[config.mk]
export PLATFORM = sky130hd
export DESIGN_NAME = tick_guard_timer
export DESIGN_NICKNAME = d
export VERILOG_FILES = /design/src/rtl/tgt_pkg.sv /design/src/rtl/tgt_prescale.sv /design/src/rtl/tgt_count.sv /design/src/rtl/tgt_regs.sv /design/src/rtl/tick_guard_timer.sv
export SDC_FILE = /design/constraint.sdc
export NUM_CORES = 1
export LEC_CHECK = 0
export BUFFER_PORTS_ARGS = -buffer_cell sky130_fd_sc_hd__buf_2
export CAP_MARGIN = 20
export CORE_MARGIN = 10
export CORE_UTILIZATION = 45
export CTS_BUF_LIST = sky130_fd_sc_hd__clkbuf_8
export DETAILED_ROUTE_END_ITERATION = 7
export PLACE_DENSITY_LB_ADDON = 0.2
export SETUP_SLACK_MARGIN = 0.4
export SLEW_MARGIN = 10
export SYNTH_ARGS = -nofsm -noshare
export SYNTH_HDL_FRONTEND = slang
export SYNTH_SLANG_ARGS = --single-unit
[constraint.sdc]
create_clock -name clk -period 2.7 [get_ports clk]
set_input_delay 0.27 -clock clk [delete_from_list [all_inputs] [get_ports clk]]
set_output_delay 0.27 -clock clk [all_outputs]
set_load 0.05 [all_outputs]
[src/rtl/tgt_pkg.sv]
package tgt_pkg;
  localparam int unsigned CNT_W_DEF  = 16;
  localparam int unsigned CODE_W_DEF = 4;
  localparam int unsigned DATA_W_DEF = 32;
  localparam int unsigned ADDR_W_DEF = 8;

  // byte offsets of the register window
  localparam logic [7:0] OFF_LOAD  = 8'h00;
  localparam logic [7:0] OFF_COUNT = 8'h04;
  localparam logic [7:0] OFF_CTRL  = 8'h08;
  localparam logic [7:0] OFF_STAT  = 8'h38;

  localparam int unsigned CAUSE_BIT = 1;

  typedef enum logic [1:0] {
    MODE_FREE     = 2'd0,
    MODE_PERIODIC = 2'd1,
    MODE_ONESHOT  = 2'd2,
    MODE_WATCHDOG = 2'd3
  } tmode_e;
endpackage

[src/rtl/tgt_prescale.sv]
module tgt_prescale #(
  parameter int unsigned CODE_W = 4
) (
  input  logic              clk,
  input  logic              rst_any,
  input  logic              en,
  input  logic              restart,
  input  logic [CODE_W-1:0] code,
  output logic              tick
);
  localparam int unsigned PS_W = 1 << CODE_W;

  logic [PS_W-1:0] pcnt;
  logic [PS_W-1:0] mask;

  // low (code+1) bits of the mask set: tick every 2^(code+1) clocks
  for (genvar g = 0; g < PS_W; g++) begin : g_mask
    assign mask[g] = (code >= CODE_W'(g));
  end

  assign tick = en && !restart && ((pcnt & mask) == mask);

  always_ff @(posedge clk) begin
    if (rst_any || !en || restart) pcnt <= '0;
    else                           pcnt <= pcnt + 1'b1;
  end

  // shortest division is 2, so ticks never come back to back
  assert_tick_spacing_R3: assert property (@(posedge clk) disable iff (rst_any)
    tick |=> !tick);
  // a restart leaves the prescaler at its start, one full period away
  assert_restart_no_tick_R3: assert property (@(posedge clk) disable iff (rst_any)
    restart |=> !tick);
endmodule

[src/rtl/tgt_count.sv]
module tgt_count
  import tgt_pkg::*;
#(
  parameter int unsigned CNT_W = 16
) (
  input  logic             clk,
  input  logic             rst_any,
  input  logic             tick,
  input  tmode_e           mode,
  input  logic             load_wr,
  input  logic [CNT_W-1:0] load_wdata,
  input  logic [CNT_W-1:0] load_q,
  output logic [CNT_W-1:0] count_q,
  output logic             expire_q,
  output logic             rstreq_q,
  output logic             hw_stop,
  output logic             wd_fire
);
  logic             zero_hit;
  logic [CNT_W-1:0] cnt_n;
  logic             exp_n;
  logic             rr_n;

  // count of 1 steps into zero; a count of 0 expires at once
  assign zero_hit = tick && (count_q[CNT_W-1:1] == '0);
  assign hw_stop  = zero_hit && (mode == MODE_ONESHOT);
  assign wd_fire  = zero_hit && (mode == MODE_WATCHDOG);

  always_comb begin
    cnt_n = count_q;
    exp_n = 1'b0;
    rr_n  = 1'b0;
    if (load_wr) begin
      cnt_n = load_wdata;
    end else if (tick) begin
      case (mode)
        MODE_FREE: cnt_n = count_q - 1'b1;
        MODE_PERIODIC: begin
          if (zero_hit) begin
            cnt_n = load_q;
            exp_n = 1'b1;
          end else begin
            cnt_n = count_q - 1'b1;
          end
        end
        MODE_ONESHOT: begin
          if (zero_hit) begin
            cnt_n = '0;
            exp_n = 1'b1;
          end else begin
            cnt_n = count_q - 1'b1;
          end
        end
        MODE_WATCHDOG: begin
          if (zero_hit) begin
            cnt_n = load_q;
            rr_n  = 1'b1;
          end else begin
            cnt_n = count_q - 1'b1;
          end
        end
        default: cnt_n = count_q;
      endcase
    end
  end

  always_ff @(posedge clk) begin
    if (rst_any) begin
      count_q  <= '1;
      expire_q <= 1'b0;
      rstreq_q <= 1'b0;
    end else begin
      count_q  <= cnt_n;
      expire_q <= exp_n;
      rstreq_q <= rr_n;
    end
  end

  assert_hold_no_tick_R4: assert property (@(posedge clk) disable iff (rst_any)
    (!tick && !load_wr) |=> $stable(count_q));
  assert_reload_write_R5: assert property (@(posedge clk) disable iff (rst_any)
    load_wr |=> (count_q == $past(load_wdata)));
  assert_free_wrap_R6: assert property (@(posedge clk) disable iff (rst_any)
    (tick && !load_wr && mode == MODE_FREE && count_q == '0) |=> (count_q == '1));
  assert_rstreq_one_clk_R9: assert property (@(posedge clk) disable iff (rst_any)
    rstreq_q |=> !rstreq_q);
  assert_pulse_exclusive_R9: assert property (@(posedge clk) disable iff (rst_any)
    !(rstreq_q && expire_q));
endmodule

[src/rtl/tgt_regs.sv]
module tgt_regs
  import tgt_pkg::*;
#(
  parameter int unsigned DATA_W = 32,
  parameter int unsigned ADDR_W = 8,
  parameter int unsigned CNT_W  = 16,
  parameter int unsigned CODE_W = 4
) (
  input  logic              clk,
  input  logic              rst_any,
  input  logic              por,
  input  logic              bus_en,
  input  logic              bus_we,
  input  logic [ADDR_W-1:0] bus_addr,
  input  logic [DATA_W-1:0] bus_wdata,
  input  logic [CNT_W-1:0]  count_i,
  input  logic              hw_stop,
  input  logic              wd_fire,
  output logic [DATA_W-1:0] bus_rdata,
  output logic [CNT_W-1:0]  load_q,
  output logic              load_wr,
  output logic              en_q,
  output tmode_e            mode_q,
  output logic [CODE_W-1:0] code_q,
  output logic              cause_q
);
  // control layout follows the code width: code, then mode, one spare bit, then enable
  localparam int unsigned MODE_L = CODE_W;
  localparam int unsigned EN_L   = CODE_W + 3;
  localparam logic [ADDR_W-1:0] A_LOAD  = ADDR_W'(OFF_LOAD);
  localparam logic [ADDR_W-1:0] A_COUNT = ADDR_W'(OFF_COUNT);
  localparam logic [ADDR_W-1:0] A_CTRL  = ADDR_W'(OFF_CTRL);
  localparam logic [ADDR_W-1:0] A_STAT  = ADDR_W'(OFF_STAT);

  logic              ctrl_wr;
  logic              rd_acc;
  logic [DATA_W-1:0] rd_next;
  logic              unused_wdata;

  assign unused_wdata = ^bus_wdata[DATA_W-1:CNT_W];
  assign load_wr = bus_en && bus_we && (bus_addr == A_LOAD);
  assign ctrl_wr = bus_en && bus_we && (bus_addr == A_CTRL);
  assign rd_acc  = bus_en && !bus_we;

  always_comb begin
    rd_next = '0;
    case (bus_addr)
      A_LOAD:  rd_next[CNT_W-1:0] = load_q;
      A_COUNT: rd_next[CNT_W-1:0] = count_i;
      A_CTRL: begin
        rd_next[EN_L]          = en_q;
        rd_next[MODE_L +: 2]   = mode_q;
        rd_next[CODE_W-1:0]    = code_q;
      end
      A_STAT:  rd_next[CAUSE_BIT] = cause_q;
      default: rd_next = '0;
    endcase
  end

  always_ff @(posedge clk) begin
    if (rst_any) begin
      load_q <= '1;
    end else if (load_wr) begin
      load_q <= bus_wdata[CNT_W-1:0];
    end
  end

  // a software write in the same clock takes precedence over the self-stop
  always_ff @(posedge clk) begin
    if (rst_any) begin
      en_q   <= 1'b0;
      mode_q <= MODE_FREE;
      code_q <= '0;
    end else if (ctrl_wr) begin
      en_q   <= bus_wdata[EN_L];
      mode_q <= tmode_e'(bus_wdata[MODE_L +: 2]);
      code_q <= bus_wdata[CODE_W-1:0];
    end else if (hw_stop) begin
      en_q   <= 1'b0;
    end
  end

  // cause bit: power-on reset only
  always_ff @(posedge clk) begin
    if (por)          cause_q <= 1'b0;
    else if (wd_fire) cause_q <= 1'b1;
  end

  always_ff @(posedge clk) begin
    if (rst_any)     bus_rdata <= '0;
    else if (rd_acc) bus_rdata <= rd_next;
  end

  assert_stop_clears_en_R8: assert property (@(posedge clk) disable iff (rst_any)
    (hw_stop && !ctrl_wr) |=> !en_q);
  assert_cause_on_fire_R10: assert property (@(posedge clk) disable iff (por)
    wd_fire |=> cause_q);
  assert_cause_sticky_R10: assert property (@(posedge clk) disable iff (por)
    cause_q |=> cause_q);
  assert_rdata_hold_R11: assert property (@(posedge clk) disable iff (rst_any)
    !rd_acc |=> $stable(bus_rdata));
endmodule

[src/rtl/tick_guard_timer.sv]
module tick_guard_timer
  import tgt_pkg::*;
#(
  parameter int unsigned DATA_W = DATA_W_DEF,
  parameter int unsigned ADDR_W = ADDR_W_DEF,
  parameter int unsigned CNT_W  = CNT_W_DEF,
  parameter int unsigned CODE_W = CODE_W_DEF
) (
  input  logic              clk,
  input  logic              rst,
  input  logic              por,
  input  logic              bus_en,
  input  logic              bus_we,
  input  logic [ADDR_W-1:0] bus_addr,
  input  logic [DATA_W-1:0] bus_wdata,
  output logic [DATA_W-1:0] bus_rdata,
  output logic              expire_pulse,
  output logic              rst_req
);
  logic              rst_any;
  logic [CNT_W-1:0]  load_q;
  logic              load_wr;
  logic              en_q;
  tmode_e            mode_q;
  logic [CODE_W-1:0] code_q;
  logic              cause_q;
  logic [CNT_W-1:0]  count_q;
  logic              tick;
  logic              hw_stop;
  logic              wd_fire;

  assign rst_any = rst | por;

  tgt_regs #(
    .DATA_W(DATA_W), .ADDR_W(ADDR_W), .CNT_W(CNT_W), .CODE_W(CODE_W)
  ) u_regs (
    .clk(clk), .rst_any(rst_any), .por(por),
    .bus_en(bus_en), .bus_we(bus_we), .bus_addr(bus_addr), .bus_wdata(bus_wdata),
    .count_i(count_q), .hw_stop(hw_stop), .wd_fire(wd_fire),
    .bus_rdata(bus_rdata), .load_q(load_q), .load_wr(load_wr),
    .en_q(en_q), .mode_q(mode_q), .code_q(code_q), .cause_q(cause_q)
  );

  tgt_prescale #(.CODE_W(CODE_W)) u_pre (
    .clk(clk), .rst_any(rst_any), .en(en_q), .restart(load_wr),
    .code(code_q), .tick(tick)
  );

  tgt_count #(.CNT_W(CNT_W)) u_cnt (
    .clk(clk), .rst_any(rst_any), .tick(tick), .mode(mode_q),
    .load_wr(load_wr), .load_wdata(bus_wdata[CNT_W-1:0]), .load_q(load_q),
    .count_q(count_q), .expire_q(expire_pulse), .rstreq_q(rst_req),
    .hw_stop(hw_stop), .wd_fire(wd_fire)
  );

  assert_req_has_cause_R10: assert property (@(posedge clk) disable iff (por)
    rst_req |-> cause_q);
endmodule

==> flow_metrics.tcl, run 1 <==
set metrics [dict create \
    crit_fanout 6 \
    drtIter0Drc 319 \
    setup_viol 0 \
    path_class "flop to flop" \
    combPwrFrac_pct 7.8 \
    worst_slew_pin_slew_ns 0.700 \
    port_buffers 46 \
    cp_slowest_cell "or4_4" \
    grt_pass1_wl_mm 17.6 \
    vias 3769 \
    switching_share_pct 26.4 \
    gp_congestion 0.871 \
    critPathLaunchType "flop" \
    fin_crit_ns 2.38 \
    die_area_um2 12800 \
    fin_area_um2 4710 \
    place_inst 634 \
    num_antenna_cells 0 \
    firstDrtPassIters 7 \
    nets 609 \
    synth_cell_types 60 \
    routed_wl_mm 11.2 \
    finalClockSkew_ns 0.0131 \
    area_growth_syn_to_layout_pct 20.7 \
    cts.htree.levels 3 \
    ioPinCount 79 \
    viasPerCell 5.64 \
    fmax_ghz 0.420 \
    yosysTopAreaCell "dfxtp_1" \
    grt_usage_pct 16.6 \
    numCtsBuffers 9 \
    start_util_pct 46.8 \
    p_int_uw 1560 \
    status "finished, final reports clean" \
    crit_family "simple AND/OR/NAND/NOR gates" \
    hp-class "primary input to flop" \
    r2r_cells 8 \
    wl_per_cell_um 16.8 \
    synth-main-ff-cell "dfxtp_1" \
    vdd_drop_max_mv 0.196 \
    drcViolationCount 0 \
    clkSinkCount 74 \
    synth-edff-count 0 \
    setup.worst_path.end_class "flop" \
    netlist_area_um2 3900 \
    grt_max_degree 20 \
    slew_violations 0 \
    synth.avg_cell_area_um2 7.94 \
    p_leak_uw 0.00190 \
    arrival_ns 2.66 \
    cts_tree "built" \
    ctsRootBufferMaster "clkbuf_8" \
    yosysSeqAreaShare_pct 37.9 \
    die_h_um 113 \
    first_global_vias 3529 \
    fillCellCount 766 \
    crit_chain "or4_4 -> nor4_4 -> nand2_2 -> or3_4 -> nor3_4 -> buf_4 -> a21oi_2 -> a2bb2oi_1" \
    dpl.hpwl_mm 8.22 \
    synth_cells 492 \
    crit_path_max_incr_delay_ns 0.58 \
    drive_gt1_share_pct 25.2 \
    netlist.area_leader.share_pct 37.9 \
    worst_hold_path.num_cells 2 \
    grt_overflow 0 \
    insertion_delay_ns 0.35 \
    clk_pin_slew_ns 0.08 \
    yosys_warnings 0 \
    finalHoldViolCount 0 \
    ctsHoldBuffers 0 \
    synth_area_leaders "dfxtp_1 (38%), nor2_1 (8.1%), o21ai_0 (4.4%)" \
    powerDensity_nw_per_um2 449 \
    worstPathRequired_ns 2.98 \
    pwr-share-clk_pct 40.4 \
    drt.antenna.violating_nets 0 \
    core_um2 8340 \
    ys_seq_elements 74 \
    critPathBufInv 1 \
    antenna_found_initial 0 \
    pwr-share-seq_pct 51.8 \
    clockBufferDepth 2 \
    maxCapViolations 0 \
    core.rowCount 33 \
    timing.setup.tns_ns 0 \
    fin_crit_sh_pct 88.1 \
    critical_path_depth 8 \
    die_width_um 113 \
    async_flop_share_pct 0 \
    dpl-instance-area_um2 4240 \
    slew_headroom_pct 53.1 \
    fin_cells 668 \
    rsz0062_at_grt "true" \
    power_switching_uw 559 \
]
per-layer routing:
metal,up-vias,GRT usage [%],routed length (µm)
met5,-,0,0
met4,0,6.18,119
met3,15,2.85,553
met2,108,27.8,5510
met1,1797,20.6,5050
li1,1849,-,-
cell usage after synthesis, types with 3 or more instances:
cell type,count
nor2_1,84
dfxtp_1,74
nand2_1,42
o21ai_0,34
a21oi_1,22
clkbuf_1,21
nor3_1,17
buf_4,16
nand3_1,16
inv_1,15
xor2_1,14
a221oi_1,10
mux2i_1,9
xnor2_1,8
a22oi_1,7
and3_1,7
nand4_1,7
ha_1,6
nor4_1,6
nor2b_1,5
o22a_1,5
or3_1,5
o31ai_1,4
or4_1,4
a21o_1,3
a32oi_1,3
nor3b_1,3
o211ai_1,3
o221ai_1,3
placed cells by master, fill, tap and decap left out, types with 7 or more instances in the layout:
master,n
a221oi_1,9
dfxtp_1,67
buf_4,34
and3_1,7
xnor2_1,8
inv_1,14
nand4_1,7
o21ai_0,33
clkbuf_8,9
conb_1,16
nor2_1,81
buf_2,46
a22oi_1,7
nor3_1,14
nand2_1,38
nand3_1,16
mux2i_1,9
xor2_1,14
a21oi_1,21
path summary, 6_finish.rpt:
check              startpoint                 to  slack (ns)
max          u_cnt.count_q[8]  u_cnt.count_q[13]        0.32
min                       por     u_regs.cause_q        0.11
max reg2reg  u_cnt.count_q[8]  u_cnt.count_q[13]        0.32
min reg2reg  u_regs.load_q[1]   u_regs.load_q[1]        0.48
cell type report:
class                           count  area, µm²  share of cell area [%]
Multi-Input combinational cell    376       2330                    49.4
Clock buffer                        9        124                    2.63
Sequential cell                    74       1500                    31.7
Inverter                           15       56.3                    1.19
Tap cell                          105        131                    2.79
Timing Repair Buffer               82        508                    10.8
Clock inverter                      7       71.3                    1.51
worst reg2reg max path, delay by kind of cell, from the launching register on:
family,cells,cell delay (ns)
buffers and inverters,1,0.17
DFF,1,0.37
and+or+nand+nor,5,1.62
AOI/OAI and AO/OA,2,0.17
cell families (layout without fill, tap and decap cells):
group | Yosys count | in the layout | share of synthesized area (%)
and+or+nand+nor | 212 | 212 | 26.6
AOI/OAI and AO/OA | 110 | 110 | 18.7
DFF | 74 | 74 | 37.9
buffers and inverters | 57 | 113 | 7.31
xor gates and xnor gates | 22 | 22 | 4.93
muxes | 9 | 9 | 2.31
adders and majority gates | 7 | 7 | 2.18
other | 1 | 16 | 0.0960
metrics by stage:
stage	utilization, %	total power (µW)	hold slack, ns	worst slack, ns
global placement	50.8	1280	0.447	0.269
detailed placement	50.8	1280	0.458	0.245
finish	56.5	2110	0.105	0.321
floorplan	-	1250	0.342	0.439
global route	56.5	2190	0.0891	0.256
CTS	54.8	2130	0.0957	0.353
registers in the layout, indices dropped and copies added (netlist names):
signal	cells
u_cnt.rstreq_q	1
u_regs.load_q	16
u_cnt.expire_q	1
u_cnt.count_q	16
u_regs.mode_q	2
u_regs.en_q	1
u_regs.cause_q	1
u_regs.code_q	4
u_pre.pcnt	16
u_regs.bus_rdata	16
power by group through the flow:
stage	Clock, µW	Combinational, µW	Sequential (µW)
floorplan	0	114	1140
global placement	0	161	1120
detailed placement	0	162	1120
CTS	869	162	1100
global route	923	175	1100
finish	854	165	1090
what timing repair did:
| item | CTS | global route |
|---|---|---|
| endpoints found under the setup margin | 14 | 17 |
| resized for setup | 23 | 18 |
| setup buffers | 8 | 10 |
| pin swaps | 16 | 8 |
(Power assumes the default switching activity.)
==> run 2, diff against run 1 <==
--- a/config.mk
+++ b/config.mk
@@ -11,3 +11,3 @@
 export CORE_UTILIZATION = 45
-export CTS_BUF_LIST = sky130_fd_sc_hd__clkbuf_8
+export CTS_BUF_LIST = sky130_fd_sc_hd__clkbuf_16
 export DETAILED_ROUTE_END_ITERATION = 7
==> constraint.sdc (replaced) <==
create_clock -name clk -period 3 [get_ports clk]
set_input_delay 0.3 -clock clk [delete_from_list [all_inputs] [get_ports clk]]
set_output_delay 0.3 -clock clk [all_outputs]
set_load 0.1 [all_outputs]
==> flow_metrics.tcl, run 2 (synthesis results as in run 1) <==
set metrics [dict create \
    grt_overflow 0 \
    numCtsBuffers 9 \
    die_width_um 113 \
    pwr-share-clk_pct 47.3 \
    drcViolationCount 0 \
    rsz0062_at_grt "false" \
    clkSinkCount 74 \
    viasPerCell 5.69 \
    rr_endpoint "u_cnt.count_q[1]" \
    routed_wl_mm 11.0 \
    port_buffers 46 \
    vdd_drop_max_mv 0.255 \
    die_h_um 113 \
    crit_fanout 8 \
    worst_slew_pin_slew_ns 0.763 \
    combPwrFrac_pct 9.0 \
    drt.antenna.violating_nets 0 \
    nets 588 \
    fin_util_pct 54.3 \
    fin_crit_ns 2.52 \
    wl_per_cell_um 17.0 \
    critPathLaunchType "flop" \
    r2r_start "u_cnt.count_q[4]" \
    maxCapViolations 0 \
    hold-path-endpoint "u_regs.cause_q" \
    grt_pass1_wl_mm 17.3 \
    grt_usage_pct 16.4 \
    seqCellArea_um2 1480 \
    die_area_um2 12800 \
    powerDensity_nw_per_um2 500 \
    finalClockSkew_ns 0.00456 \
    cp_slowest_cell "or4_4" \
    p_int_uw 1660 \
    num_antenna_cells 0 \
    crit_chain "or4_4 -> nor4_4 -> nand2_2 -> or3_4 -> nor3_4 -> buf_4 -> nand2_1 -> nand4_1" \
    worst_hold_path.num_cells 2 \
    power_switching_uw 603 \
    rrSetupSlack_ns 0.48 \
    insertion_delay_ns 0.33 \
    core_um2 8340 \
    r2r_cells 8 \
    ctsRootBufferMaster "clkbuf_16" \
    fillCellCount 828 \
    vias 3682 \
    fin_crit_sh_pct 83.9 \
    arrival_ns 2.78 \
    ioPinCount 79 \
    clockBufferDepth 2 \
    p_leak_uw 0.00182 \
    timing.setup.tns_ns 0 \
    status "finished, final reports clean" \
    core.rowCount 33 \
    setup.worst_path.end_class "flop" \
    path_class "flop to flop" \
    firstDrtPassIters 5 \
    hp-class "primary input to flop" \
    layout_commonest_cell "nor2_1" \
    worstPathRequired_ns 3.27 \
    area_growth_syn_to_layout_pct 16.0 \
    cts_tree "built" \
    switching_share_pct 26.6 \
    finalHoldViolCount 0 \
    pwr-share-seq_pct 43.7 \
    antenna_found_initial 0 \
    multi_input_area_um2 2220 \
    gp_congestion 0.880 \
    first_global_vias 3425 \
    most-common-layout-cells "nor2_1 (83), dfxtp_1 (74), buf_2 (46)" \
    fmax_ghz 0.398 \
    drive_gt1_share_pct 17.7 \
    slew_headroom_pct 49.1 \
    setup_viol 0 \
    clk_pin_slew_ns 0.06 \
    grt_max_degree 21 \
    hold_start "por" \
    slew_violations 0 \
    dpl.hpwl_mm 8.13 \
    crit_path_max_incr_delay_ns 0.58 \
    cts.htree.levels 3 \
    start_util_pct 46.8 \
    drtIter0Drc 389 \
]
## run 2: area by class of cell
cell class / count / share of cell area, %
well taps: 105 / 2.90
flip-flops and latches: 74 / 32.7
clock buffers: 9 / 4.97
clock inverters: 7 / 1.55
multi-input cells: 376 / 49.1
repair buffers: 61 / 7.57
inverters: 15 / 1.24
## run 2: repair_timing
item,4_1_cts,5_1_grt
setup endpoints to repair,0,12
hold buffers,0,0
buffers inserted,0,3
gates resized for setup,0,7
## run 2: power groups by stage
stage	Clock, µW	Combinational [µW]	Sequential, µW
final	1070	204	989
after global routing	1120	212	989
after CTS	1080	201	989
after detailed placement	0	201	1010
after global placement	0	200	1010
after floorplan	0	146	1040
## run 2: how the worst max path moves through the flow
stage	to	startpoint	slack, ns
floorplan	u_cnt.count_q[10]	u_cnt.count_q[1]	0.69
global placement	u_cnt.count_q[5]	u_cnt.count_q[7]	0.49
detailed placement	u_cnt.count_q[4]	u_cnt.count_q[7]	0.46
CTS	u_cnt.count_q[5]	u_cnt.count_q[7]	0.43
global route	u_cnt.count_q[8]	u_cnt.count_q[3]	0.33
finish	u_cnt.count_q[1]	u_cnt.count_q[4]	0.48
## run 2: stage by stage
step | total power (µW) | cell area, µm² | hold slack (ns) | std cells | setup slack [ns]
floorplan | 1180 | 3960 | 0.372 | 507 | 0.688
global placement | 1210 | 4180 | 0.446 | 628 | 0.488
detailed placement | 1210 | 4180 | 0.457 | 628 | 0.459
CTS | 2270 | 4480 | 0.158 | 644 | 0.426
global route | 2320 | 4530 | 0.164 | 647 | 0.327
finish | 2260 | 4530 | 0.161 | 647 | 0.484
## run 2: critical path, delay by kind of cell, from the launching register on
family	cells	cell delay [ns]
flip-flops	1	0.38
buffers and inverters	1	0.19
AND/OR/NAND/NOR	7	1.88
## run 2: per-layer routing
metal  wire length [µm]  vias to the layer above  GRT usage [%]
met5                  0                        -              0
li1                   -                     1815              -
met3                775                       14           3.12
met4                148                        0           6.51
met2               5150                      134           26.5
met1               4920                     1719           20.9
